$ cat config.mk
export PLATFORM = sky130hd
export DESIGN_NAME = scan_port_top
export DESIGN_NICKNAME = d
export VERILOG_FILES = /design/src/rtl/scan_pkg.sv /design/src/rtl/scan_tap_fsm.sv /design/src/rtl/scan_ir_unit.sv /design/src/rtl/scan_op_decode.sv /design/src/rtl/scan_dr_unit.sv /design/src/rtl/scan_port_top.sv
export SDC_FILE = /design/constraint.sdc
export NUM_CORES = 1
export LEC_CHECK = 0
export BUFFER_PORTS_ARGS = -buffer_cell sky130_fd_sc_hd__buf_2
export CAP_MARGIN = 25
export CORE_MARGIN = 1
export CORE_UTILIZATION = 33
export CTS_CLUSTER_DIAMETER = 40
export CTS_CLUSTER_SIZE = 25
export DETAILED_ROUTE_END_ITERATION = 16
export GPL_TIMING_DRIVEN = 0
export HOLD_SLACK_MARGIN = 0.06
export RECOVER_POWER = 50
export SYNTH_ARGS = -nofsm -noshare
export SYNTH_HDL_FRONTEND = slang
export SYNTH_SLANG_ARGS = --single-unit
$ cat constraint.sdc
create_clock -name tck -period 4.32 [get_ports tck]
set_clock_uncertainty 0.1 [all_clocks]
set_input_delay 1.296 -clock tck [delete_from_list [all_inputs] [get_ports tck]]
set_output_delay 1.296 -clock tck [all_outputs]
set_load 0.01 [all_outputs]
$ cat src/rtl/scan_pkg.sv
`timescale 1ns/1ps
package scan_pkg;

    typedef enum logic [3:0] {
        ST_RESET,  ST_IDLE,
        ST_SEL_DR, ST_CAP_DR, ST_SH_DR, ST_EX1_DR, ST_PA_DR, ST_EX2_DR, ST_UPD_DR,
        ST_SEL_IR, ST_CAP_IR, ST_SH_IR, ST_EX1_IR, ST_PA_IR, ST_EX2_IR, ST_UPD_IR
    } tap_state_e;

    typedef enum logic [1:0] {
        DSEL_BYPASS,
        DSEL_IDENT,
        DSEL_UCODE,
        DSEL_BOUND
    } dr_sel_e;

    // Status word layout loaded in ST_CAP_IR
    localparam int CAP_FIXED_W = 2;
    localparam logic [CAP_FIXED_W-1:0] CAP_FIXED = 2'b01;
    localparam int CAP_FLAG_W  = 4;
    localparam int CAP_USED_W  = CAP_FIXED_W + CAP_FLAG_W;

endpackage

$ cat src/rtl/scan_tap_fsm.sv
`timescale 1ns/1ps
module scan_tap_fsm
    import scan_pkg::*;
(
    input  logic       tck,
    input  logic       por_n,
    input  logic       tms,
    output tap_state_e state,
    output logic       in_reset,
    output logic       cap_ir,
    output logic       sh_ir,
    output logic       upd_ir,
    output logic       cap_dr,
    output logic       sh_dr,
    output logic       upd_dr
);

    tap_state_e nxt;

    // state register
    always_ff @(posedge tck or negedge por_n) begin
        if (!por_n) state <= ST_RESET;
        else        state <= nxt;
    end

    // next-state decision
    always_comb begin
        nxt = state;
        unique case (state)
            ST_RESET:  nxt = tms ? ST_RESET  : ST_IDLE;
            ST_IDLE:   nxt = tms ? ST_SEL_DR : ST_IDLE;
            ST_SEL_DR: nxt = tms ? ST_SEL_IR : ST_CAP_DR;
            ST_CAP_DR: nxt = tms ? ST_EX1_DR : ST_SH_DR;
            ST_SH_DR:  nxt = tms ? ST_EX1_DR : ST_SH_DR;
            ST_EX1_DR: nxt = tms ? ST_UPD_DR : ST_PA_DR;
            ST_PA_DR:  nxt = tms ? ST_EX2_DR : ST_PA_DR;
            ST_EX2_DR: nxt = tms ? ST_UPD_DR : ST_SH_DR;
            ST_UPD_DR: nxt = tms ? ST_SEL_DR : ST_IDLE;
            ST_SEL_IR: nxt = tms ? ST_RESET  : ST_CAP_IR;
            ST_CAP_IR: nxt = tms ? ST_EX1_IR : ST_SH_IR;
            ST_SH_IR:  nxt = tms ? ST_EX1_IR : ST_SH_IR;
            ST_EX1_IR: nxt = tms ? ST_UPD_IR : ST_PA_IR;
            ST_PA_IR:  nxt = tms ? ST_EX2_IR : ST_PA_IR;
            ST_EX2_IR: nxt = tms ? ST_UPD_IR : ST_SH_IR;
            ST_UPD_IR: nxt = tms ? ST_SEL_DR : ST_IDLE;
            default:   nxt = ST_RESET;
        endcase
    end

    // state decode outputs
    always_comb begin
        in_reset = 1'b0;
        cap_ir   = 1'b0;
        sh_ir    = 1'b0;
        upd_ir   = 1'b0;
        cap_dr   = 1'b0;
        sh_dr    = 1'b0;
        upd_dr   = 1'b0;
        unique case (state)
            ST_RESET:  in_reset = 1'b1;
            ST_CAP_IR: cap_ir   = 1'b1;
            ST_SH_IR:  sh_ir    = 1'b1;
            ST_UPD_IR: upd_ir   = 1'b1;
            ST_CAP_DR: cap_dr   = 1'b1;
            ST_SH_DR:  sh_dr    = 1'b1;
            ST_UPD_DR: upd_dr   = 1'b1;
            default: ;
        endcase
    end

    // holding tms high keeps the controller parked in reset
    assert_reset_sticky_R2: assert property (@(posedge tck) disable iff (!por_n)
        (state == ST_RESET && tms) |=> (state == ST_RESET));

    // from the select-IR state, tms high always lands in reset
    assert_sel_ir_exit_R2: assert property (@(posedge tck) disable iff (!por_n)
        (state == ST_SEL_IR && tms) |=> (state == ST_RESET));

endmodule

$ cat src/rtl/scan_ir_unit.sv
`timescale 1ns/1ps
module scan_ir_unit
    import scan_pkg::*;
#(
    parameter int              IR_W     = 10,
    parameter logic [IR_W-1:0] OP_RESET = 10'h009
) (
    input  logic            tck,
    input  logic            por_n,
    input  logic            in_reset,
    input  logic            cap_ir,
    input  logic            sh_ir,
    input  logic            upd_ir,
    input  logic            tdi,
    input  logic            flag_done,
    input  logic            flag_init_ok,
    input  logic            flag_isc_en,
    input  logic            flag_isc_done,
    output logic [IR_W-1:0] ir_q,
    output logic            ir_so
);

    localparam int RSV_W = IR_W - CAP_USED_W;

    logic [IR_W-1:0] ir_sr;
    logic [IR_W-1:0] cap_word;

    always_comb begin
        cap_word = {{RSV_W{1'b0}}, flag_done, flag_init_ok, flag_isc_en,
                    flag_isc_done, CAP_FIXED};
    end

    always_ff @(posedge tck or negedge por_n) begin
        if (!por_n)       ir_sr <= '0;
        else if (cap_ir)  ir_sr <= cap_word;
        else if (sh_ir)   ir_sr <= {tdi, ir_sr[IR_W-1:1]};
    end

    always_ff @(posedge tck or negedge por_n) begin
        if (!por_n)        ir_q <= OP_RESET;
        else if (in_reset) ir_q <= OP_RESET;
        else if (upd_ir)   ir_q <= ir_sr;
    end

    assign ir_so = ir_sr[0];

    // captured word has fixed low bits, zero reserved bits, live flags
    assert_status_capture_R3: assert property (@(posedge tck) disable iff (!por_n)
        cap_ir |=> (ir_sr[CAP_FIXED_W-1:0] == CAP_FIXED
                    && ir_sr[IR_W-1:CAP_USED_W] == '0
                    && ir_sr[CAP_USED_W-1] == $past(flag_done)
                    && ir_sr[CAP_FIXED_W]  == $past(flag_isc_done)));

    // active instruction only moves on update or reset
    assert_ir_hold_R4: assert property (@(posedge tck) disable iff (!por_n)
        (!upd_ir && !in_reset) |=> $stable(ir_q));

    // reset state loads the identity opcode
    assert_reset_opcode_R2: assert property (@(posedge tck) disable iff (!por_n)
        in_reset |=> (ir_q == OP_RESET));

endmodule

$ cat src/rtl/scan_op_decode.sv
`timescale 1ns/1ps
module scan_op_decode
    import scan_pkg::*;
#(
    parameter int              IR_W      = 10,
    parameter logic [IR_W-1:0] OP_EXTEST = 10'h000,
    parameter logic [IR_W-1:0] OP_SAMPLE = 10'h001,
    parameter logic [IR_W-1:0] OP_INTEST = 10'h007,
    parameter logic [IR_W-1:0] OP_UCODE  = 10'h008,
    parameter logic [IR_W-1:0] OP_IDENT  = 10'h009,
    parameter logic [IR_W-1:0] OP_HIGHZ  = 10'h00A
) (
    input  logic [IR_W-1:0] ir_q,
    output dr_sel_e         dsel,
    output logic            extest_mode,
    output logic            intest_mode,
    output logic            highz_mode
);

    always_comb begin
        dsel        = DSEL_BYPASS;
        extest_mode = 1'b0;
        intest_mode = 1'b0;
        highz_mode  = 1'b0;
        if (ir_q == OP_EXTEST) begin
            dsel        = DSEL_BOUND;
            extest_mode = 1'b1;
        end else if (ir_q == OP_SAMPLE) begin
            dsel        = DSEL_BOUND;
        end else if (ir_q == OP_INTEST) begin
            dsel        = DSEL_BOUND;
            intest_mode = 1'b1;
        end else if (ir_q == OP_IDENT) begin
            dsel        = DSEL_IDENT;
        end else if (ir_q == OP_UCODE) begin
            dsel        = DSEL_UCODE;
        end else if (ir_q == OP_HIGHZ) begin
            highz_mode  = 1'b1;
        end
    end

    // at most one test mode flag at a time
    always_comb begin
        assert_mode_exclusive_R8: assert ($onehot0({extest_mode, intest_mode, highz_mode}));
    end

endmodule

$ cat src/rtl/scan_dr_unit.sv
`timescale 1ns/1ps
module scan_dr_unit
    import scan_pkg::*;
#(
    parameter int              DR_W  = 32,
    parameter logic [DR_W-1:0] IDENT = 32'h0A2D_6093
) (
    input  logic            tck,
    input  logic            por_n,
    input  logic            cap_dr,
    input  logic            sh_dr,
    input  dr_sel_e         dsel,
    input  logic            tdi,
    input  logic            ucode_loaded,
    input  logic [DR_W-1:0] ucode_word,
    input  logic            bsr_tdo,
    output logic            dr_so
);

    logic            byp;
    logic [DR_W-1:0] dr_sr;
    logic            wide_sel;

    assign wide_sel = (dsel == DSEL_IDENT) || (dsel == DSEL_UCODE);

    always_ff @(posedge tck or negedge por_n) begin
        if (!por_n)      byp <= 1'b0;
        else if (cap_dr) byp <= 1'b0;
        else if (sh_dr)  byp <= tdi;
    end

    always_ff @(posedge tck or negedge por_n) begin
        if (!por_n) begin
            dr_sr <= '0;
        end else if (cap_dr && wide_sel) begin
            if (dsel == DSEL_IDENT)  dr_sr <= IDENT;
            else if (ucode_loaded)   dr_sr <= ucode_word;
            else                     dr_sr <= '1;
        end else if (sh_dr && wide_sel) begin
            dr_sr <= {tdi, dr_sr[DR_W-1:1]};
        end
    end

    always_comb begin
        unique case (dsel)
            DSEL_BOUND:             dr_so = bsr_tdo;
            DSEL_IDENT, DSEL_UCODE: dr_so = dr_sr[0];
            default:                dr_so = byp;
        endcase
    end

    // bypass stage always starts a scan at zero
    assert_bypass_zero_R5: assert property (@(posedge tck) disable iff (!por_n)
        cap_dr |=> !byp);

    // an unprogrammed user code captures as all ones
    assert_ucode_blank_R7: assert property (@(posedge tck) disable iff (!por_n)
        (cap_dr && dsel == DSEL_UCODE && !ucode_loaded) |=> (dr_sr == '1));

endmodule

$ cat src/rtl/scan_port_top.sv
`timescale 1ns/1ps
module scan_port_top
    import scan_pkg::*;
#(
    parameter int                   IR_W      = 10,
    parameter int                   DR_W      = 32,
    parameter logic [DR_W-13:0]     ID_HIGH   = 'h0A2D6,
    parameter logic [IR_W-1:0]      OP_EXTEST = 10'h000,
    parameter logic [IR_W-1:0]      OP_SAMPLE = 10'h001,
    parameter logic [IR_W-1:0]      OP_INTEST = 10'h007,
    parameter logic [IR_W-1:0]      OP_UCODE  = 10'h008,
    parameter logic [IR_W-1:0]      OP_IDENT  = 10'h009,
    parameter logic [IR_W-1:0]      OP_HIGHZ  = 10'h00A
) (
    input  logic            tck,
    input  logic            por_n,
    input  logic            tms,
    input  logic            tdi,
    output logic            tdo,
    output logic            tdo_en,
    input  logic            flag_done,
    input  logic            flag_init_ok,
    input  logic            flag_isc_en,
    input  logic            flag_isc_done,
    input  logic            ucode_loaded,
    input  logic [DR_W-1:0] ucode_word,
    input  logic            bsr_tdo,
    output logic            bsr_sel,
    output logic            bsr_capture,
    output logic            bsr_shift,
    output logic            bsr_update,
    output logic            extest_mode,
    output logic            intest_mode,
    output logic            highz_mode
);

    localparam logic [11:0]     ID_LOW = 12'h093;
    localparam logic [DR_W-1:0] IDENT  = {ID_HIGH, ID_LOW};

    tap_state_e      state;
    logic            in_reset, cap_ir, sh_ir, upd_ir, cap_dr, sh_dr, upd_dr;
    logic [IR_W-1:0] ir_q;
    logic            ir_so, dr_so;
    dr_sel_e         dsel;

    scan_tap_fsm u_fsm (
        .tck(tck), .por_n(por_n), .tms(tms), .state(state),
        .in_reset(in_reset), .cap_ir(cap_ir), .sh_ir(sh_ir), .upd_ir(upd_ir),
        .cap_dr(cap_dr), .sh_dr(sh_dr), .upd_dr(upd_dr)
    );

    scan_ir_unit #(.IR_W(IR_W), .OP_RESET(OP_IDENT)) u_ir (
        .tck(tck), .por_n(por_n), .in_reset(in_reset), .cap_ir(cap_ir),
        .sh_ir(sh_ir), .upd_ir(upd_ir), .tdi(tdi),
        .flag_done(flag_done), .flag_init_ok(flag_init_ok),
        .flag_isc_en(flag_isc_en), .flag_isc_done(flag_isc_done),
        .ir_q(ir_q), .ir_so(ir_so)
    );

    scan_op_decode #(
        .IR_W(IR_W), .OP_EXTEST(OP_EXTEST), .OP_SAMPLE(OP_SAMPLE),
        .OP_INTEST(OP_INTEST), .OP_UCODE(OP_UCODE), .OP_IDENT(OP_IDENT),
        .OP_HIGHZ(OP_HIGHZ)
    ) u_dec (
        .ir_q(ir_q), .dsel(dsel), .extest_mode(extest_mode),
        .intest_mode(intest_mode), .highz_mode(highz_mode)
    );

    scan_dr_unit #(.DR_W(DR_W), .IDENT(IDENT)) u_dr (
        .tck(tck), .por_n(por_n), .cap_dr(cap_dr), .sh_dr(sh_dr), .dsel(dsel),
        .tdi(tdi), .ucode_loaded(ucode_loaded), .ucode_word(ucode_word),
        .bsr_tdo(bsr_tdo), .dr_so(dr_so)
    );

    // boundary chain strobes
    assign bsr_sel     = (dsel == DSEL_BOUND);
    assign bsr_capture = bsr_sel && cap_dr;
    assign bsr_shift   = bsr_sel && sh_dr;
    assign bsr_update  = bsr_sel && upd_dr;

    // output stage launched on the falling edge
    always_ff @(negedge tck or negedge por_n) begin
        if (!por_n) begin
            tdo    <= 1'b0;
            tdo_en <= 1'b0;
        end else begin
            tdo    <= sh_ir ? ir_so : dr_so;
            tdo_en <= sh_ir || sh_dr;
        end
    end

    // driver only enabled while a shift state is current
    assert_tdo_en_shift_R9: assert property (@(posedge tck) disable iff (!por_n)
        tdo_en |-> (state == ST_SH_IR || state == ST_SH_DR));

    // boundary strobes never overlap
    assert_bsr_strobe_R8: assert property (@(posedge tck) disable iff (!por_n)
        $onehot0({bsr_capture, bsr_shift, bsr_update}));

endmodule

=== After elaboration in Yosys (flattened, before gate mapping) ===
Index checks and enable logic that the tools add are counted.

* Bits in registers: 59
* Input port bits: 42
* Output and inout port bits: 9
* Word-level logic and storage cells: 94

* Eq/ne operators: 23
* Multiplexer cells: 47
* Reduce and logical (&&, ||, !) cells: 17

{| class="wikitable"
|+ Operators by type and width
! cell !! number
|-
| 2-to-1 mux 32 bit || 4
|-
| one-hot mux 4 bit (12 select lines) || 1
|-
| 2-to-1 mux 10 bit || 4
|-
| == test 4 bit, second input constant || 8
|-
| == test 10 x 4 -> 1 bit, second input constant || 3
|-
| 2-to-1 mux 1 bit || 23
|-
| == test 4 x 3 -> 1 bit, second input constant || 4
|-
| 2-to-1 mux 2 bit || 8
|-
| 2-to-1 mux 4 bit || 4
|-
| == test 10 x 1 -> 1 bit, second input constant || 1
|-
| == test 10 x 3 -> 1 bit, second input constant || 1
|-
| zero test 10 bit || 1
|-
| == test 4 x 2 -> 1 bit, second input constant || 2
|-
| nonzero test 2 bit || 4
|-
| 2-to-1 mux 3 bit || 2
|-
| OR reduction 2 bit || 3
|-
| logical AND 1 bit || 5
|-
| == test 2 bit, second input constant || 2
|-
| == test 4 x 1 -> 1 bit, second input constant || 1
|-
| zero test 4 bit || 1
|-
| OR reduction 3 bit || 1
|-
| == test 2 x 1 -> 1 bit, second input constant || 1
|-
| logical OR 1 bit || 2
|-
| one-hot mux 1 bit (2 select lines) || 1
|}

=== Depth between registers and ports, before layout ===
* Depth after elaboration: 11
* Depth in mapped cells: 9
* Gate-level depth less buffers: 8

=== Modules after synthesis ===
A second synthesis with hierarchy kept.

* Cell total of the unflattened synthesis: 316
* Area total of the unflattened synthesis: 2,986.6 um2

{| class="wikitable"
|+ By module, submodules not included
! module !! times used !! cells an instance !! area an instance (um2) !! seq. area each (um2)
|-
| scan_dr_unit || 1 || 180 || 1,634.1 || 825.8
|-
| scan_ir_unit || 1 || 68 || 833.3 || 503.0
|-
| scan_tap_fsm || 1 || 46 || 339.1 || 100.1
|-
| scan_port_top || 1 || 8 || 96.3 || 50.0
|-
| scan_op_decode || 1 || 14 || 83.8 || 0.0
|}

==> impl_results.md <==
* Static Leak at 0.001776 uW
* DP HPWL at 5313 microns
* Met1 usage at 0.2312
* HP Class: flip-flop to flip-flop
* Crit start category: flip-flop
* Clock transition at path regs at 0.06 ns
* Area contributors post-synth: dfrtp_1 46%, a21oi_1 8.1%, o22ai_1 4.6%
* IO Pins at 51
* Distinct cells, synth at 36
* Finished Cell Area at 0.003731 sq mm
* R2r startpoint: u_ir.ir_q[7]
* Met3 Usage GRT at 0.04460
* Syn-to-layout area delta at 23.79%
* Die area at 0.009520 sq mm
* Syn nets at 389
* Violated checks: negative setup slack
* Cell Chain, Critical Path: buf_2
* Drt drc at 0
* Hold WS at 0.3983 ns
* CP delay by family, top: flip-flops
* Core area at 0.008763 sq mm
* Htree depth at 3
* Worst Setup End Kind: primary output
* ANT nets after route at 0
* Post-Layout Cell Count at 519
* Mean post-synth cell area at 8.762 sq um
* Final setup viols at 2
* Core Util, Final at 0.4258
* GRT Total Usage at 0.1751
* Crit-path max FO at 1
* Number of global-route vias before repair at 2744
* Die span in y at 97.57 microns
* Final WL at 7800 microns
* Initial Util at 0.3439
* Clock Latency Late Sink at 0.35 ns
* Syn. warnings at 0
* Max Buffers Root-to-Sink at 2
* Final Hold Fails at 0
* Global-route wire length before repair at 13370 microns
* Placed cell count at 502
* Ant diodes at 0
* FP Rows at 34
* First drt pass iteration count at 4
* Sequential share of the synthesized area at 0.4907
* FF+latch count, synth at 59
* Pins Over Slew Limit at 0
* Port buffer count at 49
* CP max-delay cell: dfrtn_1
* Post-route setup slack at -0.08257 ns
* PwrDens at 1022 mW/mm^2
* Layout cells sized above 1 at 0.2044
* DRT iter0 DRCs at 124
* Final net count at 451
* Total negative slack at -0.1496 ns
* Initial antenna violation count at 0
* Status: finished, violations left
* Grt total ovfl at 0
* CP Launch Point: tdo
* RSZ-0062 raised after global routing: true
* Met2 Track Usage GR at 0.2846
* Die W at 97.57 microns
* Critical Path Max Stage Delay at 0.39 ns
* Yosys top cell by area: dfrtp_1
* Peak supply drop at 0.0004588 V
* Inserted Clock Buffers at 9
* Min-delay src: u_dr.dr_sr[1]
* Sum of buffers and inverters on the critical path at 1
* Routed vias at 2695
* CTS tree: done
* Critical path class: flip-flop to primary output
* Avg WL per Cell at 15.03 microns
* Root Driver: clkbuf_8
* Busiest grt layer: met2
* Final Wtd Congestion at 0.8064
* Max Cap Viol at 0
* Clock sink count at 59
* Pin count of the biggest net entering global routing at 36
* Arr. time, crit path at 3.01 ns
* Hold_buf cts at 0
* Worst slew margin at 0.4529
* Actual slew at the worst max-slew pin at 0.8206 ns
* Mapped cell area at 0.003014 sq mm
* Top-area cell type share of the netlist area at 0.4566
* Post-Syn Instances at 344
* Required time worst endpoint at 2.92 ns
* Placed standard-cell area at 0.003415 sq mm
* Post-DR vias/cell at 5.193
-- path summary, 6_finish.rpt --
path | end | slack, ns | depth (start not counted)
setup / recovery | tdo | -0.08 | 1
setup reg to reg | tdo | 0.06 | 8
min in group asynchronous | u_dr.dr_sr[12] | 0.84 | 1
max in group asynchronous | tdo | 0.58 | 2
hold reg to reg | u_dr.dr_sr[1] | 0.40 | 2
hold / removal | u_dr.dr_sr[1] | 0.40 | 2
-- registers in the layout (all words and copies together), names as in the netlist --
name,count
u_ir.ir_sr,10
u_dr.byp,1
tdo,1
u_dr.dr_sr,32
u_ir.ir_q,10
tdo_en,1
u_fsm.state,4
-- stage by stage --
step / setup slack [ns] / total power (uW)
6_report: -0.08257 / 3814
5_1_grt: -0.1040 / 4143
4_1_cts: -0.08904 / 3842
3_5_place_dp: -0.3002 / 3022
3_3_place_gp: -0.3925 / 2982
2_1_floorplan: 0.1191 / 2463
-- cell usage in the layout, fill, tap and decap left out, drive strengths merged, types with 13 or more instances in the layout --
cell	count
a21oi	49
clkbuf	30
a22o	13
o22ai	22
buf	62
o21ai	23
inv	29
dfrtp	55
nand2	27
nand3	26
nor2	31
-- power by group --
part,internal (uW),leakage (uW),switching [uW]
logic,837,0.000935,1310
registers,817,0.000705,146
clock network,474,0.000137,228
-- kinds of logic (layout without fill, tap and decap cells) --
| family | after synthesis | in the layout | share of synthesized area |
|---|---|---|---|
| compound gates | 119 | 119 | 0.2404 |
| buf+inv | 58 | 125 | 0.08592 |
| flops | 59 | 59 | 0.4907 |
| simple gates | 101 | 101 | 0.1573 |
| fa+ha+maj | 3 | 3 | 0.01245 |
| mux | 4 | 4 | 0.01328 |
-- synthesized netlist by cell type --
library cell / instances
o221ai_1: 2
buf_6: 5
nor4_1: 2
mux2i_1: 4
a31oi_1: 1
buf_1: 3
o21a_1: 2
buf_2: 3
a21oi_1: 49
dfrtp_1: 55
a22o_1: 13
o31a_1: 1
nor3b_1: 1
nor3_1: 1
or4b_4: 1
a21o_1: 1
nand2_1: 27
a21boi_4: 1
and2_1: 1
clkbuf_1: 18
nand4_1: 1
o22ai_1: 22
dfrtn_1: 2
dfstp_2: 2
nor4b_1: 3
nor2b_1: 2
inv_1: 29
o21ai_0: 23
a22oi_1: 3
nor2_1: 31
ha_1: 3
nand2b_1: 1
and3_1: 3
a21bo_4: 1
nand3_1: 26
or4bb_1: 1
-- repair_timing --
item                       4_1_cts  5_1_grt
gates resized for setup          5        1
gates cloned                     0        0
setup endpoints to repair        3        3
setup buffers                    2        0
pin swaps                        1        0
-- metal layers --
metal,part of all wire,routed length (microns),vias to the layer above
met1,0.46,3609,1280
met5,0,0,-
met3,0.050,387,15
met2,0.47,3692,71
met4,0.014,110,0
li1,-,-,1329
-- layout make-up --
class                           count  area (sq um)
Buffer                             28         145.1
Clock buffer                       12         155.1
Clock inverter                      4         120.1
Fill cell                         887          5032
Inverter                           29         108.9
Multi-Input combinational cell    227          1308
Sequential cell                    59          1479
Tap cell                          108         135.1
Timing Repair Buffer               52         280.3
(Power assumes the default switching activity.)
